<file path="config.mk">
export PLATFORM = sky130hd
export DESIGN_NAME = dmac_ctl_regs
export DESIGN_NICKNAME = d
export VERILOG_FILES = /design/src/rtl/dmac_ctl_pkg.sv /design/src/rtl/dmac_ctl_decode.sv /design/src/rtl/dmac_mask_reg.sv /design/src/rtl/dmac_status_reg.sv /design/src/rtl/dmac_mode_file.sv /design/src/rtl/dmac_ctl_regs.sv
export SDC_FILE = /design/constraint.sdc
export NUM_CORES = 1
export LEC_CHECK = 0
export BUFFER_PORTS_ARGS = -buffer_cell sky130_fd_sc_hd__clkbuf_2
export CAP_MARGIN = 25
export CORE_ASPECT_RATIO = 0.7
export CORE_MARGIN = 2
export CORE_UTILIZATION = 54
export CTS_BUF_LIST = sky130_fd_sc_hd__clkbuf_4 sky130_fd_sc_hd__clkbuf_8
export DETAILED_ROUTE_END_ITERATION = 8
export PLACE_DENSITY_LB_ADDON = 0.12
export SLEW_MARGIN = 20
export SYNTH_ARGS = -nofsm -noshare
export SYNTH_HDL_FRONTEND = slang
export SYNTH_SLANG_ARGS = --single-unit
</file>
<file path="constraint.sdc">
create_clock -name clk -period 1.3 [get_ports clk]
set_input_delay 0.065 -clock clk [delete_from_list [all_inputs] [get_ports clk]]
set_output_delay 0.065 -clock clk [all_outputs]
set_load 0.05 [all_outputs]
</file>
<file path="src/rtl/dmac_ctl_pkg.sv">
package dmac_ctl_pkg;
    localparam int BYTE_W = 8;

    // decoded offset within the control group (offset 8 + value); order is decoded
    typedef enum logic [2:0] {
        OFS_CMD     = 3'd0,
        OFS_REQ     = 3'd1,
        OFS_SMASK   = 3'd2,
        OFS_MODE    = 3'd3,
        OFS_PTRCLR  = 3'd4,
        OFS_MCLR    = 3'd5,
        OFS_UNMASK  = 3'd6,
        OFS_MASKALL = 3'd7
    } ctl_ofs_e;

    typedef struct packed {
        logic cmd;
        logic req;
        logic smask;
        logic mode;
        logic ptrclr;
        logic mclr;
        logic unmask;
        logic maskall;
        logic rd_stat;
        logic rd_mask;
    } ctl_strobe_t;

    // command bits that request features the engine lacks
    localparam logic [BYTE_W-1:0] CMD_UNSUPPORTED = 8'hFB;
endpackage

</file>
<file path="src/rtl/dmac_ctl_decode.sv">
module dmac_ctl_decode
    import dmac_ctl_pkg::*;
#(
    parameter int ADDR_W = 4
) (
    input  logic              clk,
    input  logic              rst_n,
    input  logic              wr_en,
    input  logic              rd_en,
    input  logic [ADDR_W-1:0] addr,
    output ctl_strobe_t       strb
);
    localparam int GRP_BIT = ADDR_W - 1;

    ctl_ofs_e ofs;

    always_comb begin
        ofs  = ctl_ofs_e'(addr[2:0]);
        strb = '0;
        if (wr_en && addr[GRP_BIT]) begin
            case (ofs)
                OFS_CMD:     strb.cmd     = 1'b1;
                OFS_REQ:     strb.req     = 1'b1;
                OFS_SMASK:   strb.smask   = 1'b1;
                OFS_MODE:    strb.mode    = 1'b1;
                OFS_PTRCLR:  strb.ptrclr  = 1'b1;
                OFS_MCLR:    strb.mclr    = 1'b1;
                OFS_UNMASK:  strb.unmask  = 1'b1;
                OFS_MASKALL: strb.maskall = 1'b1;
                default:     strb         = '0;
            endcase
        end
        if (rd_en && addr[GRP_BIT]) begin
            strb.rd_stat = (ofs == OFS_CMD);
            strb.rd_mask = (ofs == OFS_MASKALL);
        end
    end

    // at most one register action per cycle
    a_r13_one_action: assert property (@(posedge clk) disable iff (!rst_n)
        !(wr_en && rd_en) |-> $onehot0(strb));
endmodule

</file>
<file path="src/rtl/dmac_mask_reg.sv">
module dmac_mask_reg
    import dmac_ctl_pkg::*;
#(
    parameter int N_CH = 4
) (
    input  logic              clk,
    input  logic              rst_n,
    input  ctl_strobe_t       strb,
    input  logic [BYTE_W-1:0] wdata,
    output logic [N_CH-1:0]   mask_q
);
    localparam int CH_W    = $clog2(N_CH);
    localparam int SET_BIT = CH_W;

    logic [N_CH-1:0] mask_d;
    logic [CH_W-1:0] ch;

    always_comb begin
        ch     = wdata[CH_W-1:0];
        mask_d = mask_q;
        if (strb.smask)   mask_d[ch] = wdata[SET_BIT];
        if (strb.unmask)  mask_d     = '0;
        if (strb.maskall) mask_d     = wdata[N_CH-1:0];
        if (strb.mclr)    mask_d     = '1;
    end

    always_ff @(posedge clk or negedge rst_n) begin
        if (!rst_n) mask_q <= '1;
        else        mask_q <= mask_d;
    end

    a_r7_mclr_masks_all: assert property (@(posedge clk) disable iff (!rst_n)
        strb.mclr |=> (mask_q == '1));
    a_r8_unmask_all: assert property (@(posedge clk) disable iff (!rst_n)
        strb.unmask |=> (mask_q == '0));
    a_r8_load_all: assert property (@(posedge clk) disable iff (!rst_n)
        strb.maskall |=> (mask_q == $past(wdata[N_CH-1:0])));
    a_r4_single: assert property (@(posedge clk) disable iff (!rst_n)
        strb.smask |=> (mask_q[$past(ch)] == $past(wdata[SET_BIT])));
endmodule

</file>
<file path="src/rtl/dmac_status_reg.sv">
module dmac_status_reg
    import dmac_ctl_pkg::*;
#(
    parameter int N_CH = 4
) (
    input  logic              clk,
    input  logic              rst_n,
    input  ctl_strobe_t       strb,
    input  logic [BYTE_W-1:0] wdata,
    input  logic [N_CH-1:0]   dreq_on,
    input  logic [N_CH-1:0]   dreq_off,
    input  logic [N_CH-1:0]   tc_hit,
    output logic [2*N_CH-1:0] status_q
);
    localparam int CH_W    = $clog2(N_CH);
    localparam int SET_BIT = CH_W;

    typedef struct packed {
        logic [N_CH-1:0] req;
        logic [N_CH-1:0] tc;
    } stat_t;

    stat_t           s_q, s_d;
    logic [CH_W-1:0] ch;

    always_comb begin
        ch  = wdata[CH_W-1:0];
        s_d = s_q;
        // external request lines: assert beats release
        s_d.req = (s_q.req & ~dreq_off) | dreq_on;
        // read clears terminal count, a fresh terminal count survives
        if (strb.rd_stat) s_d.tc = '0;
        s_d.tc = s_d.tc | tc_hit;
        // software request write overrides the external lines
        if (strb.req) begin
            s_d.req[ch] = wdata[SET_BIT];
            s_d.tc[ch]  = 1'b0;
        end
        if (strb.mclr) s_d = '0;
    end

    always_ff @(posedge clk or negedge rst_n) begin
        if (!rst_n) s_q <= '0;
        else        s_q <= s_d;
    end

    assign status_q = s_q;

    a_r9_read_clears_tc: assert property (@(posedge clk) disable iff (!rst_n)
        (strb.rd_stat && tc_hit == '0) |=> (status_q[N_CH-1:0] == '0));
    a_r7_mclr_status: assert property (@(posedge clk) disable iff (!rst_n)
        strb.mclr |=> (status_q == '0));

    for (genvar i = 0; i < N_CH; i++) begin : g_chk
        a_r10_req_on: assert property (@(posedge clk) disable iff (!rst_n)
            (dreq_on[i] && !(strb.req && ch == CH_W'(i)) && !strb.mclr)
            |=> status_q[N_CH+i]);
        a_r11_write_wins: assert property (@(posedge clk) disable iff (!rst_n)
            (strb.req && ch == CH_W'(i))
            |=> (status_q[N_CH+i] == $past(wdata[SET_BIT])) && !status_q[i]);
        a_r12_tc_kept: assert property (@(posedge clk) disable iff (!rst_n)
            (tc_hit[i] && !(strb.req && ch == CH_W'(i)) && !strb.mclr)
            |=> status_q[i]);
    end
endmodule

</file>
<file path="src/rtl/dmac_mode_file.sv">
module dmac_mode_file
    import dmac_ctl_pkg::*;
#(
    parameter int N_CH = 4
) (
    input  logic                     clk,
    input  logic                     rst_n,
    input  ctl_strobe_t              strb,
    input  logic [BYTE_W-1:0]        wdata,
    output logic [N_CH*BYTE_W-1:0]   modes_q
);
    localparam int CH_W = $clog2(N_CH);

    logic [CH_W-1:0] ch;
    assign ch = wdata[CH_W-1:0];

    for (genvar i = 0; i < N_CH; i++) begin : g_ch
        logic [BYTE_W-1:0] mode_d, mode_q;
        logic              hit;

        always_comb begin
            hit    = strb.mode && (ch == CH_W'(i));
            mode_d = hit ? wdata : mode_q;
        end

        always_ff @(posedge clk or negedge rst_n) begin
            if (!rst_n) mode_q <= '0;
            else        mode_q <= mode_d;
        end

        assign modes_q[i*BYTE_W +: BYTE_W] = mode_q;

        a_r5_mode_load: assert property (@(posedge clk) disable iff (!rst_n)
            (strb.mode && ch == CH_W'(i)) |=> (modes_q[i*BYTE_W +: BYTE_W] == $past(wdata)));
        a_r5_mode_hold: assert property (@(posedge clk) disable iff (!rst_n)
            !(strb.mode && ch == CH_W'(i)) |=> $stable(modes_q[i*BYTE_W +: BYTE_W]));
    end
endmodule

</file>
<file path="src/rtl/dmac_ctl_regs.sv">
module dmac_ctl_regs
    import dmac_ctl_pkg::*;
#(
    parameter int N_CH   = 4,
    parameter int ADDR_W = 4
) (
    input  logic                   clk,
    input  logic                   rst_n,
    input  logic                   wr_en,
    input  logic                   rd_en,
    input  logic [ADDR_W-1:0]      addr,
    input  logic [7:0]             wdata,
    output logic [7:0]             rdata,
    input  logic [N_CH-1:0]        dreq_on,
    input  logic [N_CH-1:0]        dreq_off,
    input  logic [N_CH-1:0]        tc_hit,
    input  logic                   ptr_toggle,
    output logic [7:0]             command,
    output logic [N_CH-1:0]        mask,
    output logic [2*N_CH-1:0]      status,
    output logic [N_CH*8-1:0]      modes,
    output logic                   ptr_ff
);
    localparam int DW = BYTE_W;

    typedef struct packed {
        logic [DW-1:0] cmd;
        logic          ff;
        logic [DW-1:0] rd;
    } top_t;

    ctl_strobe_t        strb;
    logic [N_CH-1:0]    mask_w;
    logic [2*N_CH-1:0]  status_w;
    top_t               t_q, t_d;

    dmac_ctl_decode #(.ADDR_W(ADDR_W)) u_dec (
        .clk(clk), .rst_n(rst_n), .wr_en(wr_en), .rd_en(rd_en),
        .addr(addr), .strb(strb)
    );

    dmac_mask_reg #(.N_CH(N_CH)) u_mask (
        .clk(clk), .rst_n(rst_n), .strb(strb), .wdata(wdata), .mask_q(mask_w)
    );

    dmac_status_reg #(.N_CH(N_CH)) u_stat (
        .clk(clk), .rst_n(rst_n), .strb(strb), .wdata(wdata),
        .dreq_on(dreq_on), .dreq_off(dreq_off), .tc_hit(tc_hit),
        .status_q(status_w)
    );

    dmac_mode_file #(.N_CH(N_CH)) u_mode (
        .clk(clk), .rst_n(rst_n), .strb(strb), .wdata(wdata), .modes_q(modes)
    );

    always_comb begin
        t_d = t_q;
        if (strb.cmd && ((wdata & CMD_UNSUPPORTED) == '0)) t_d.cmd = wdata;
        if (ptr_toggle)  t_d.ff = ~t_q.ff;
        if (strb.ptrclr) t_d.ff = 1'b0;
        if (strb.mclr) begin
            t_d.ff  = 1'b0;
            t_d.cmd = '0;
        end
        if (rd_en) begin
            if (strb.rd_stat)      t_d.rd = DW'(status_w);
            else if (strb.rd_mask) t_d.rd = DW'(mask_w);
            else                   t_d.rd = '0;
        end
    end

    always_ff @(posedge clk or negedge rst_n) begin
        if (!rst_n) t_q <= '0;
        else        t_q <= t_d;
    end

    assign command = t_q.cmd;
    assign ptr_ff  = t_q.ff;
    assign rdata   = t_q.rd;
    assign mask    = mask_w;
    assign status  = status_w;

    a_r9_no_rw_overlap: assert property (@(posedge clk) disable iff (!rst_n)
        !(wr_en && rd_en));
    a_r2_reject: assert property (@(posedge clk) disable iff (!rst_n)
        (strb.cmd && (wdata & CMD_UNSUPPORTED) != '0) |=> $stable(command));
    a_r2_accept: assert property (@(posedge clk) disable iff (!rst_n)
        (strb.cmd && (wdata & CMD_UNSUPPORTED) == '0) |=> (command == $past(wdata)));
    a_r6_toggle: assert property (@(posedge clk) disable iff (!rst_n)
        (ptr_toggle && !strb.ptrclr && !strb.mclr) |=> (ptr_ff != $past(ptr_ff)));
    a_r6_clear: assert property (@(posedge clk) disable iff (!rst_n)
        (strb.ptrclr || strb.mclr) |=> !ptr_ff);
    a_r9_status_read: assert property (@(posedge clk) disable iff (!rst_n)
        strb.rd_stat |=> (rdata == DW'($past(status_w))));
    a_r13_low_write_inert: assert property (@(posedge clk) disable iff (!rst_n)
        (wr_en && !addr[ADDR_W-1] && !ptr_toggle && dreq_on == '0 && dreq_off == '0 && tc_hit == '0)
        |=> $stable(command) && $stable(mask) && $stable(status) && $stable(ptr_ff));
endmodule

</file>
==> Word-level counts from Yosys, hierarchy flattened <==
Cells that the tools add are included.
{ "classes": {"n_mux": 27, "n_eq_ne": 10, "n_reduce_logical": 14, "order_cmp": 2, "bitwise": 7} }
{ "op_table": {"columns": ["cell", "n"], "rows": [
  ["2-to-1 mux 8 bit", 4],
  ["2-to-1 mux 4 bit", 6],
  ["equality test 3 bit, second input constant", 4],
  ["2-to-1 mux 1 bit", 11],
  ["2-to-1 mux 10 bit", 1],
  ["2-to-1 mux 9 bit", 1],
  ["AND 4 bit", 2],
  ["bitwise mux 4 bit", 2],
  ["logical AND 1 bit", 8],
  ["logical NOT 8 bit", 1],
  ["NOT 4 bit", 2],
  ["bitwise OR 4 bit", 2],
  ["equality test 3 x 2 -> 1 bit, second input constant", 2],
  ["equality test 2 bit, second input constant", 2],
  ["nonzero test 4 bit", 1],
  ["equality test 3 x 1 -> 1 bit, second input constant", 1],
  ["logical NOT 3 bit", 1],
  ["< comparator 2 x 3 -> 1 bit, second input constant", 1],
  ["nonzero test 3 bit", 1],
  ["demux 1 bit (select 2 bit)", 1],
  ["equality test 2 x 1 -> 1 bit, second input constant", 1],
  ["greater-or-equal comparator 2 x 1 -> 1 bit, second input constant", 1],
  ["logical NOT 2 bit", 1],
  ["2-to-1 mux 2 bit", 1],
  ["2 further kinds", 2]
]} }
{ "totals": {"out_inout_bits": 61, "ff_bits": 61} }

==> Longest topological paths before layout <==
Gate-level depths: netlist of the first run.
{ "depth": {"ltp_word": 9, "mapped_depth": 5, "mapped_depth_nobuf": 3} }

==> By module <==
From an unflattened synthesis of the first run, not the netlist that was laid out.
{ "unflattened": {"cells_unflattened": 210, "hier_area_um2": 2640.0} }
{ "modules_own_cells": {"columns": ["mod", "seq_area_each_um2", "instances", "cells_per_inst", "area_each_um2"], "rows": [
  ["dmac_mode_file", 800.8, 1, 68, 1177.4],
  ["dmac_ctl_regs", 425.4, 1, 61, 705.7],
  ["dmac_status_reg", 200.2, 1, 37, 411.6],
  ["dmac_mask_reg", 105.1, 1, 27, 257.7],
  ["dmac_ctl_decode", 0.0, 1, 17, 87.6]
]} }

==> Worst setup path before layout of the first run <==
Ideal clock, no wire load.
{ "synth_path": {"path_type": "input port to flip-flop", "start": "input port addr[1]", "end": "register u_mode.g_ch[3].mode_q[2]", "setup_ns": 0.125, "arrival_time_ns": 1.169, "path_slack_ns": 0.006, "n_path_buf": 2, "required_ns": 1.175, "cell_stages": 5, "cell_sequence": "buf_2 clkinv_1 or3_1 buf_6 mux2_4"} }
{ "synth_between": {"elab_chain_len": 4} }
{ "synth_rtl": {"columns": ["item", "line", "source"], "rows": [
  ["start, declared", "dmac_ctl_regs.sv:11", "input logic [ADDR_W-1:0] addr,"],
  ["equality test 3 x 2 -> 1 bit", "dmac_ctl_decode.sv:21", "case (ofs)"],
  ["2-to-1 mux 1 bit", "dmac_ctl_decode.sv:21", null],
  ["2-to-1 mux 10 bit", "dmac_ctl_decode.sv:20", "if (wr_en && addr[GRP_BIT]) begin"],
  ["logical AND 1 bit", "dmac_mode_file.sv:22", "hit = strb.mode && (ch == CH_W'(i));"],
  ["end signal, assigned", "dmac_mode_file.sv:28", "else mode_q <= mode_d;"],
  ["end, declared", "dmac_mode_file.sv:18", "logic [BYTE_W-1:0] mode_d, mode_q;"]
]} }
No other way between the ends.
A chain may end at the register's enable or synchronous reset.

==> Worst setup path in the final report of the first run <==
{ "layout_path": {"start": "register u_mask.mask_q[2]", "end": "output port mask[2]"} }
{ "layout_lines": {"columns": ["item", "line", "source"], "rows": [
  ["start, declared", "dmac_mask_reg.sv:10", "output logic [N_CH-1:0] mask_q"],
  ["start signal, assigned", "dmac_mask_reg.sv:29", "else mask_q <= mask_d;"],
  ["end, declared", "dmac_ctl_regs.sv:19", "output logic [N_CH-1:0] mask,"]
]} }
No word-level cell between the ends.

==> results of run 1 <==
worst max path at each step:
stage | startpoint | end | slack, ps
after floorplan | addr[1] | u_mode.g_ch[3].mode_q[2] | 6
after global placement | addr[2] | u_mode.g_ch[3].mode_q[7] | -20
after detailed placement | addr[2] | u_mode.g_ch[3].mode_q[5] | -60
after CTS | u_mask.mask_q[0] | mask[0] | 50
after global routing | u_mask.mask_q[0] | mask[0] | 20
final | u_mask.mask_q[2] | mask[2] | 60
state kept, by name, summed over array words and instances (netlist names):
signal              count
u_mode.g_ch.mode_q     32
rdata                   8
ptr_ff                  1
u_stat.status_q         8
u_mask.mask_q           4
command                 8
placed cells by master, fill, tap and decap left out, drive strengths merged, types with 5 or more instances in the layout:
master	Yosys	final
buf	8	28
dfrtp	57	57
mux2	24	24
nor3	5	5
o21ai	9	9
nand3	5	5
nor2	8	8
inv	8	8
nor2b	7	7
nand2b	7	7
nor3b	8	8
dlygate4sd3	0	6
clkbuf	5	104
logic make-up (layout without fill, tap and decap cells):
group | Yosys count | in the layout | share of synthesized area (%)
flops | 61 | 61 | 57.2
buf+inv | 22 | 148 | 4.06
simple gates | 64 | 64 | 15.4
xor+xnor | 1 | 1 | 0.327
mux | 27 | 27 | 12.9
compound gates | 38 | 38 | 10.1
per-layer routing:
| layer | GRT usage [%] | up-vias | share of wire [%] |
|---|---|---|---|
| li1 | - | 1017 | - |
| met1 | 36.6 | 1040 | 47 |
| met2 | 35.6 | 83 | 45 |
| met3 | 8.45 | 12 | 6.7 |
| met4 | 10.8 | 0 | 1.8 |
| met5 | 0 | - | 0 |
power groups by stage:
stage / Clock (uW) / Combinational [uW] / Sequential (uW)
after global routing: 1730 / 1490 / 2270
after detailed placement: 0 / 1400 / 2270
final: 1590 / 1410 / 2240
after global placement: 0 / 1380 / 2270
after CTS: 1630 / 1420 / 2240
after floorplan: 0 / 298 / 2950
stage by stage:
step / power [uW] / setup slack, ps
global route: 5480 / 22.2
global placement: 3650 / -23.2
detailed placement: 3670 / -61.3
finish: 5240 / 60.7
CTS: 5290 / 47.1
floorplan: 3250 / 6.06
area by class of cell:
type / instances / area [sq um] / share of cell area, %
clock buffer: 15 / 188 / 5.18
clock inverter: 1 / 5.00 / 0.138
tap: 69 / 86.3 / 2.38
multi-input combinational: 130 / 1040 / 28.7
sequential: 61 / 1530 / 42.3
inverter: 9 / 33.8 / 0.932
timing repair buffer: 123 / 741 / 20.4
what timing repair did:
item                       in CTS  in global routing
resized for setup               0                  0
hold buffers                    6                  0
setup buffers                   0                  0
setup endpoints to repair       0                  0
hold endpoints to repair       62                  0
==> metrics.txt, run 1 <==
outcome=completed; vias in the first global route=around 2200; hold crit path type=input port to flip-flop; Reg2Reg Setup Slack=roughly 400 ps; top-count cell post-synth=dfrtp_1; Synth top area share=a little over half; Sequential Power Share=~43%; final wirelength=around 6.4 mm; CTS H-tree depth=3; worst clock skew=approximately 3.7 ps; Hold Crit Start=dreq_on[2]; largest net degree at the start of global routing=62; Comb power frac=approximately 27%; P_int=approximately 3400 uW; Peak VDD IR=between 1 and 1.5 mV; Post-DP HPWL=between 4 and 5 mm; final hold violations=0; Reg-to-Reg Start=u_stat.status_q[7]; Post-synth EDFFs=0; period utilization=a little over nine tenths; Initial Util=56.0%; ant diodes=0; crit path cell chain=clkbuf_2; Slew headroom=77.5%; final slew viol count=0; Final ANT Viol Nets=0; Max Clk Rate=807 MHz; predominant post-synthesis flop cell=dfrtp_1; Worst Path Buf+Inv=1; Synth-to-Final Area Change=35.3%; fin crit period=approximately 1200 ps; LEAKAGE=between 0.0015 and 0.002 uW; Synth Cell Area=roughly 2700 sq um; WP data required=1240 ps; DR iter-0 viols=around 120; Avg Inst Size Synth=between 10 and 15 sq um; Fill cells=353; clk_lat worst skew=~340 ps; DRC Markers=0; Seq/Total Area, Yosys=a little under three fifths; CP Class=flip-flop to output port; hold path endpoint=u_stat.status_q[6]; final setup vio count=0; die height=62.9 microns; CTS tree=built; Worst path max stage delay=560 ps; CP Capture Type=output port; via/cell ratio=approximately 5.3; CP Max Fanout=3; design area=roughly 3600 sq um; Die W=between 80 and 90 microns; Clock Pin Slew Worst Setup and Hold Paths=60 ps; Sink Count=61; Syn Nets=approximately 240; asr flop ratio synth=100%; largest cells by area after synthesis=dfrtp_1, mux2_4, mux2_2, dfstp_2, nor3b_1; row cnt=21; Crit path depth=1; #FFs+latches synth=61; grt ovf=0; Non-Filler Instances=408; final layout net count=about 360; clk buf depth=2; layout cell share with drive strength beyond 1=48.7%; number of buffers created by CTS=9; Area after DPL=between 3000 and 4000 sq um; Placed Cells=a little under 400; first-pass GRT wire length=10.7 mm; post-synth top area cell=dfrtp_1; io pins=90; PD cells=between 1000 and 1500 nW/um^2; number of cells on the worst hold path=3; Reg-to-Reg End=u_stat.status_q[7]; hold_ws=roughly 46 ps; Slowest-stage cell, CP=dfstp_2; Die ar.=5550 sq um; GP Congestion=about 0.9; Sw Share=34.5%; Core ar.=approximately 4800 sq um; Synth warnings=0; crit path DAT=approximately 1200 ps; GRT Overall Usage=25.6%; Pre-antenna DRT Iters=4; Clk pwr share=between 30% and 40%; R2R depth=3; initial antenna violation count=0; root buffer cell=clkbuf_8; max-cap violation count=0; wire per inst=around 16 microns; vias post-DR=roughly 2200; Synth top cells by count=dfrtp_1, mux2_2, mux2_4; fin util=between 70% and 80%; crit path launch type=flip-flop; post-synth cell types=46; port bufs=89; Worst-Margin Slew=about 330 ps; family with the most delay on the worst path=flip-flops; Switching Power=~1800 uW; Gate Count Post-Synth=around 210; Fin Setup TNS=0 ps; RSZ-0062 raised after global routing=no
Note: power is estimated with default switching activity, not from simulation.
==> inputs of run 2 (changes only) <==
- CORE_UTILIZATION: 54 -> 31
- PLACE_DENSITY_LB_ADDON: 0.12 -> unset
==> run 2 against run 1 <==
Against the previous run: worst hold slack worse by 21 ps; critical path type unchanged; clock skew about the same; flip-flop and latch count unchanged; register-to-register slack about the same; global-route usage down 9.7 points; sequential share of layout area down 0.70 points.
==> metrics.txt, run 2 (synthesis gave the netlist of run 1 again) <==
outcome=completed; hold path endpoint=u_stat.status_q[7]; CP Capture Type=output port; Initial Util=31.9% (-24 points); Pre-antenna DRT Iters=5 (+1); most common cell after layout, fill and taps aside=clkbuf_2; initial antenna violation count=0 (unchanged); Post-DP HPWL=5.32 mm (+15%); max-cap violation count=0 (unchanged); total power=5320 uW (+1.5%); Peak VDD IR=0.756 mV (-28%); period utilization=95.3% (about the same); Crit. Startpoint=u_mask.mask_q[2]; final setup vio count=0 (unchanged); via/cell ratio=4.76 (-9.7%); Worst-Margin Slew=400 ps (+67.2 ps); Clock Pin Slew Worst Setup and Hold Paths=70 ps (about the same); Reg-to-Reg End=rdata[1]; fin crit period=1240 ps (-0.301 ps); GRT Overall Usage=15.9% (-9.7 points); final hold violations=0 (unchanged); grt ovf=0 (unchanged); crit path DAT=1170 ps (about the same); io pins=90 (unchanged); max reg flops=32 (unchanged); Reg2Reg Setup Slack=400 ps (about the same); DP Worst Slack=-91.2 ps (-29.9 ps); Worst Path Buf+Inv=1 (unchanged); Slew headroom=73.2% (-4.3 points); GP Congestion=0.819 (-6.4%); CTS tree=built; Sink Count=61 (unchanged); ant diodes=0 (unchanged); Reg-to-Reg Start=rdata[1]; Top reg by flops=u_mode.g_ch.mode_q; LEAKAGE=0.00191 uW (+0.64%); worst clock skew=3.29 ps (-0.441 ps); Worst path max stage delay=560 ps (about the same); die height=81.8 microns (+30%); final worst slack=61.0 ps (+0.301 ps); root buffer cell=clkbuf_8; largest net degree at the start of global routing=62 (unchanged); hold_ws=25.2 ps (-20.7 ps); port bufs=89 (unchanged); number of cells on the worst hold path=3 (unchanged); Final ANT Viol Nets=0 (unchanged); design area=3680 sq um (+1.7%); CP Class=flip-flop to output port; PD cells=1440 nW/um^2 (-0.22%); final wirelength=7.09 mm (+11%); Die W=115 microns (+31%); DRC Markers=0 (unchanged); Slowest-stage cell, CP=dfstp_2; number of buffers created by CTS=9 (unchanged); Synth-to-Final Area Change=37.6%; CTS H-tree depth=3 (unchanged); clk buf depth=2 (unchanged); CP Max Fanout=3 (unchanged); Max Clk Rate=807 MHz (about the same); first-pass GRT wire length=11.2 mm (+4.9%); most frequent cells in the layout=clkbuf_2, dfrtp_1, buf_4; Core ar.=8410 sq um (+76%); Hold Crit Start=dreq_on[3]; Die ar.=9410 sq um (+70%); vias in the first global route=2142 (-2.1%); final slew viol count=0 (unchanged); clk_lat worst skew=340 ps (about the same); R2R depth=2 (-1); final layout net count=366 (+0.83%); Area after DPL=3430 sq um (+1.6%); family with the most delay on the worst path=flip-flops; RSZ-0062 raised after global routing=no; crit path cell chain=clkbuf_2; WP data required=1240 ps (about the same); layout cell share with drive strength beyond 1=49.1% (+0.45 points); DR iter-0 viols=102 (-14%); Fill cells=813 (+130%); row cnt=28 (+33%); vias post-DR=2128 (-1.1%); crit path launch type=flip-flop; wire per inst=15.9 microns (+1.1%); hold crit path type=input port to flip-flop
## run 2: layer usage
metal | vias up | routed length, microns | global-route usage (%)
met5 | - | 0 | 0
met4 | 0 | 65 | 3.61
met3 | 7 | 494 | 6.72
met2 | 64 | 2980 | 21.8
met1 | 1030 | 3560 | 23.1
li1 | 1027 | - | -
## run 2: area by class of cell
type / count / area, sq um / share of cell area, %
inverter: 9 / 33.8 / 0.917
clock inverter: 1 / 5.00 / 0.136
timing repair buffer: 126 / 751 / 20.4
sequential: 61 / 1530 / 41.6
clock buffer: 15 / 194 / 5.26
tap: 105 / 131 / 3.57
multi-input combinational: 130 / 1040 / 28.2
## run 2: what timing repair did
action,4_1_cts,5_1_grt
hold buffers,6,0
setup buffers,0,0
hold endpoints to repair,62,0
setup endpoints to repair,0,0
gates resized for setup,0,0
## run 2: per-stage QoR
step                setup TNS, ps  utilization [%]  cells
finish                          0             43.8    447
global route                    0             43.8    447
CTS                             0             43.8    447
detailed placement          -1420             40.7    425
global placement            -1370             40.7    425
floorplan                       0                -    213
## run 2: how the worst max path moves through the flow
| stage | endpoint | cells after the start |
|---|---|---|
| after floorplan | u_mode.g_ch[3].mode_q[2] | 5 |
| after global placement | u_mode.g_ch[2].mode_q[7] | 5 |
| after detailed placement | u_mode.g_ch[2].mode_q[7] | 5 |
| after CTS | mask[0] | 1 |
| after global routing | mask[0] | 1 |
| final | mask[2] | 1 |
## run 2: where the power goes
part / total [uW] / switching (uW) / leakage, uW / internal [uW]
sequential: 2250 / 133 / 0.000782 / 2110
combinational: 1410 / 1010 / 0.00102 / 407
clock: 1660 / 716 / 0.000107 / 942
total: 5320 / 1860 / 0.00191 / 3460
==> inputs of run 3 (changes only) <==
- CORE_UTILIZATION: 31 -> 35
- CTS_CLUSTER_DIAMETER: unset -> 40
- HOLD_SLACK_MARGIN: unset -> 0.06
==> run 3 against run 2 <==
Against the previous run: sequential share of layout area down 0.82 points; clock skew grew 1.7 ps; via count grew 2.2%; die area is 11% lower; total power grew 1.6%; utilization grew 7.3 points; clock-buffer cell count decreased by 3; largest cell class unchanged; largest power group unchanged; highest routed layer unchanged.
==> metrics.txt, run 3 (synthesis gave the netlist of run 1 again) <==
hold crit path type=input port to flip-flop; Sink Count=61 (unchanged); clk_lat worst skew=340 ps (about the same); Worst-Margin Slew=410 ps (+9.90 ps); Core ar.=7350 sq um (-13%); Final ANT Viol Nets=0 (unchanged); CP Max Fanout=3 (unchanged); largest net degree at the start of global routing=62 (unchanged); worst clock skew=5.01 ps (+1.72 ps); final setup vio count=0 (unchanged); vias post-DR=2175 (+2.2%); Die ar.=8380 sq um (-11%); CP Class=flip-flop to output port; DRC Markers=0 (unchanged); Pre-antenna DRT Iters=4 (-1); Crit. Startpoint=u_mask.mask_q[2]; first-pass GRT wire length=11.2 mm (-0.18%); grt ovf=0 (unchanged); max-cap violation count=0 (unchanged); crit path cell chain=clkbuf_2; Top reg by flops=u_mode.g_ch.mode_q; Slew headroom=72.5% (-0.66 points); outcome=completed; Non-Filler Instances=445 (-0.45%); Reg-to-Reg End=u_stat.status_q[7]; most frequent cells in the layout=clkbuf_2, dfrtp_1, buf_4; P_int=3510 uW (+1.4%); io pins=90 (unchanged); CP Capture Type=output port; Sw Share=35.0% (+0.087 points); met2 routed WL=2.89 mm (-2.8%); final slew viol count=0 (unchanged); met3 WL post-DR=537 microns (+8.7%); Worst Path Buf+Inv=1 (unchanged); clk buf depth=2 (unchanged); crit path launch type=flip-flop; wire per inst=15.8 microns (-0.63%); period utilization=97.6% (+2.3 points); Reg2Reg Setup Slack=400 ps (about the same); Synth-to-Final Area Change=40.3%; fin util=51.1% (+7.3 points); Reg-to-Reg Start=u_stat.status_q[7]; Crit path depth=1 (unchanged); Sequential Power Share=41.7% (-0.6 points); Placed Cells=416 (-2.1%); layout cell share with drive strength beyond 1=48.1% (-1.0 points); vias in the first global route=2156 (+0.65%); most common cell after layout, fill and taps aside=clkbuf_2; Die W=109 microns (-5.7%); ant diodes=0 (unchanged); metal1 wirelength=3.52 mm (-1.0%); end point of the critical path=mask[2]; die height=77.2 microns (-5.6%); Post-DP HPWL=5.20 mm (-2.3%); final layout net count=371 (+1.4%); Top Layer Used=met4; DP Worst Slack=-53.9 ps (+37.4 ps); final wirelength=7.02 mm (-1.1%); GRT Overall Usage=17.6% (+1.7 points); final worst slack=31.7 ps (-29.3 ps); Fill cells=737 (-9.3%); PD cells=1440 nW/um^2 (-0.43%); WP data required=1240 ps (about the same); DR iter-0 viols=71 (-30%); Initial Util=36.4% (+4.6 points); family with the most delay on the worst path=flip-flops; Worst path max stage delay=580 ps (+20 ps); final hold violations=0 (unchanged); crit path DAT=1200 ps (+30 ps); Slowest-stage cell, CP=dfstp_2; root buffer cell=clkbuf_8; LEAKAGE=0.00193 uW (+1.3%); initial antenna violation count=0 (unchanged); Setup Buffers After CTS=0 (unchanged); R2R depth=3 (+1); CTS tree=built; GP Congestion=0.775 (-5.3%); RSZ-0062 raised after global routing=no; number of buffers created by CTS=9 (unchanged); Clock Pin Slew Worst Setup and Hold Paths=70 ps (about the same); max reg flops=32 (unchanged); Fin Setup TNS=0 ps (unchanged); Clk pwr share=31.8% (+0.6 points); Peak VDD IR=0.853 mV (+13%); Max Clk Rate=788 MHz (-2.3%); Switching Power=1890 uW (+1.8%); CTS H-tree depth=3 (unchanged); row cnt=26 (-7.1%); port bufs=89 (unchanged); fin crit period=1270 ps (+29.3 ps); Comb power frac=26.5% (about the same); via/cell ratio=4.89 (+2.7%)
## run 3: cell count changes in the layout (fill, tap and decap cells not counted)
cell,previous run,this run
dlygate4sd3_1,6,13
and4b_2,0,1
and4b_1,2,1
buf_12,1,3
clkinvlp_4,0,1
clkinv_2,1,2
buf_4,30,26
bufinv_16,0,1
clkbuf_8,13,10
## run 3: worst min-delay path by stage
| stage | startpoint | end | slack, ps | cells past startpoint |
|---|---|---|---|---|
| 4_1_cts | wdata[6] | u_mode.g_ch[1].mode_q[6] | 60 | 2 |
| 5_1_grt | wdata[1] | u_mask.mask_q[3] | 80 | 3 |
| 2_1_floorplan | rst_n | command[0] | -230 | 0 |
| 3_3_place_gp | rst_n | u_mode.g_ch[1].mode_q[0] | 110 | 2 |
| 3_5_place_dp | rst_n | u_mode.g_ch[3].mode_q[0] | 110 | 2 |
| 6_report | dreq_off[2] | u_stat.status_q[6] | 70 | 4 |
## run 3: stage by stage
stage                     total power (uW)  hold slack [ps]  area (sq um)
after CTS                             5460             60.6          3750
after floorplan                       3250             -231          2680
final                                 5400             65.6          3760
after detailed placement              3700              107          3430
after global routing                  5630             80.0          3760
after global placement                3680              105          3430
## run 3: area by class of cell
class                   count  area (sq um)  share of cell area [%]
inverters                   9          33.8                   0.899
repair buffers            131           831                    22.1
clock buffers              12           153                    4.06
flip-flops and latches     61          1530                    40.7
clock inverters             4          47.5                    1.26
well taps                  98           123                    3.26
multi-input cells         130          1040                    27.7
## run 3: what timing repair did
action,CTS,global route
endpoints found under the setup margin,0,2
endpoints found under the hold margin,77,2
gates resized for setup,0,1
hold buffers,12,1
## run 3: layer usage
metal | vias up | GRT usage, %
met5 | - | 0
li1 | 1031 | -
met1 | 1063 | 27.7
met2 | 74 | 22.4
met3 | 7 | 5.78
met4 | 0 | 5.00
## run 3: power groups by stage
stage                     combinational (uW)  sequential (uW)  clock (uW)
after CTS                               1440             2250        1760
final                                   1430             2250        1720
after floorplan                          298             2950           0
after global placement                  1390             2290           0
after detailed placement                1410             2290           0
after global routing                    1520             2280        1840
## run 3: worst reg2reg max path, delay by kind of cell, from the launching register on
family	cells	cell delay, ps
AO/OA/AOI/OAI	1	130
flip-flops	1	400
multiplexers	1	90
AND/OR/NAND/NOR	1	140
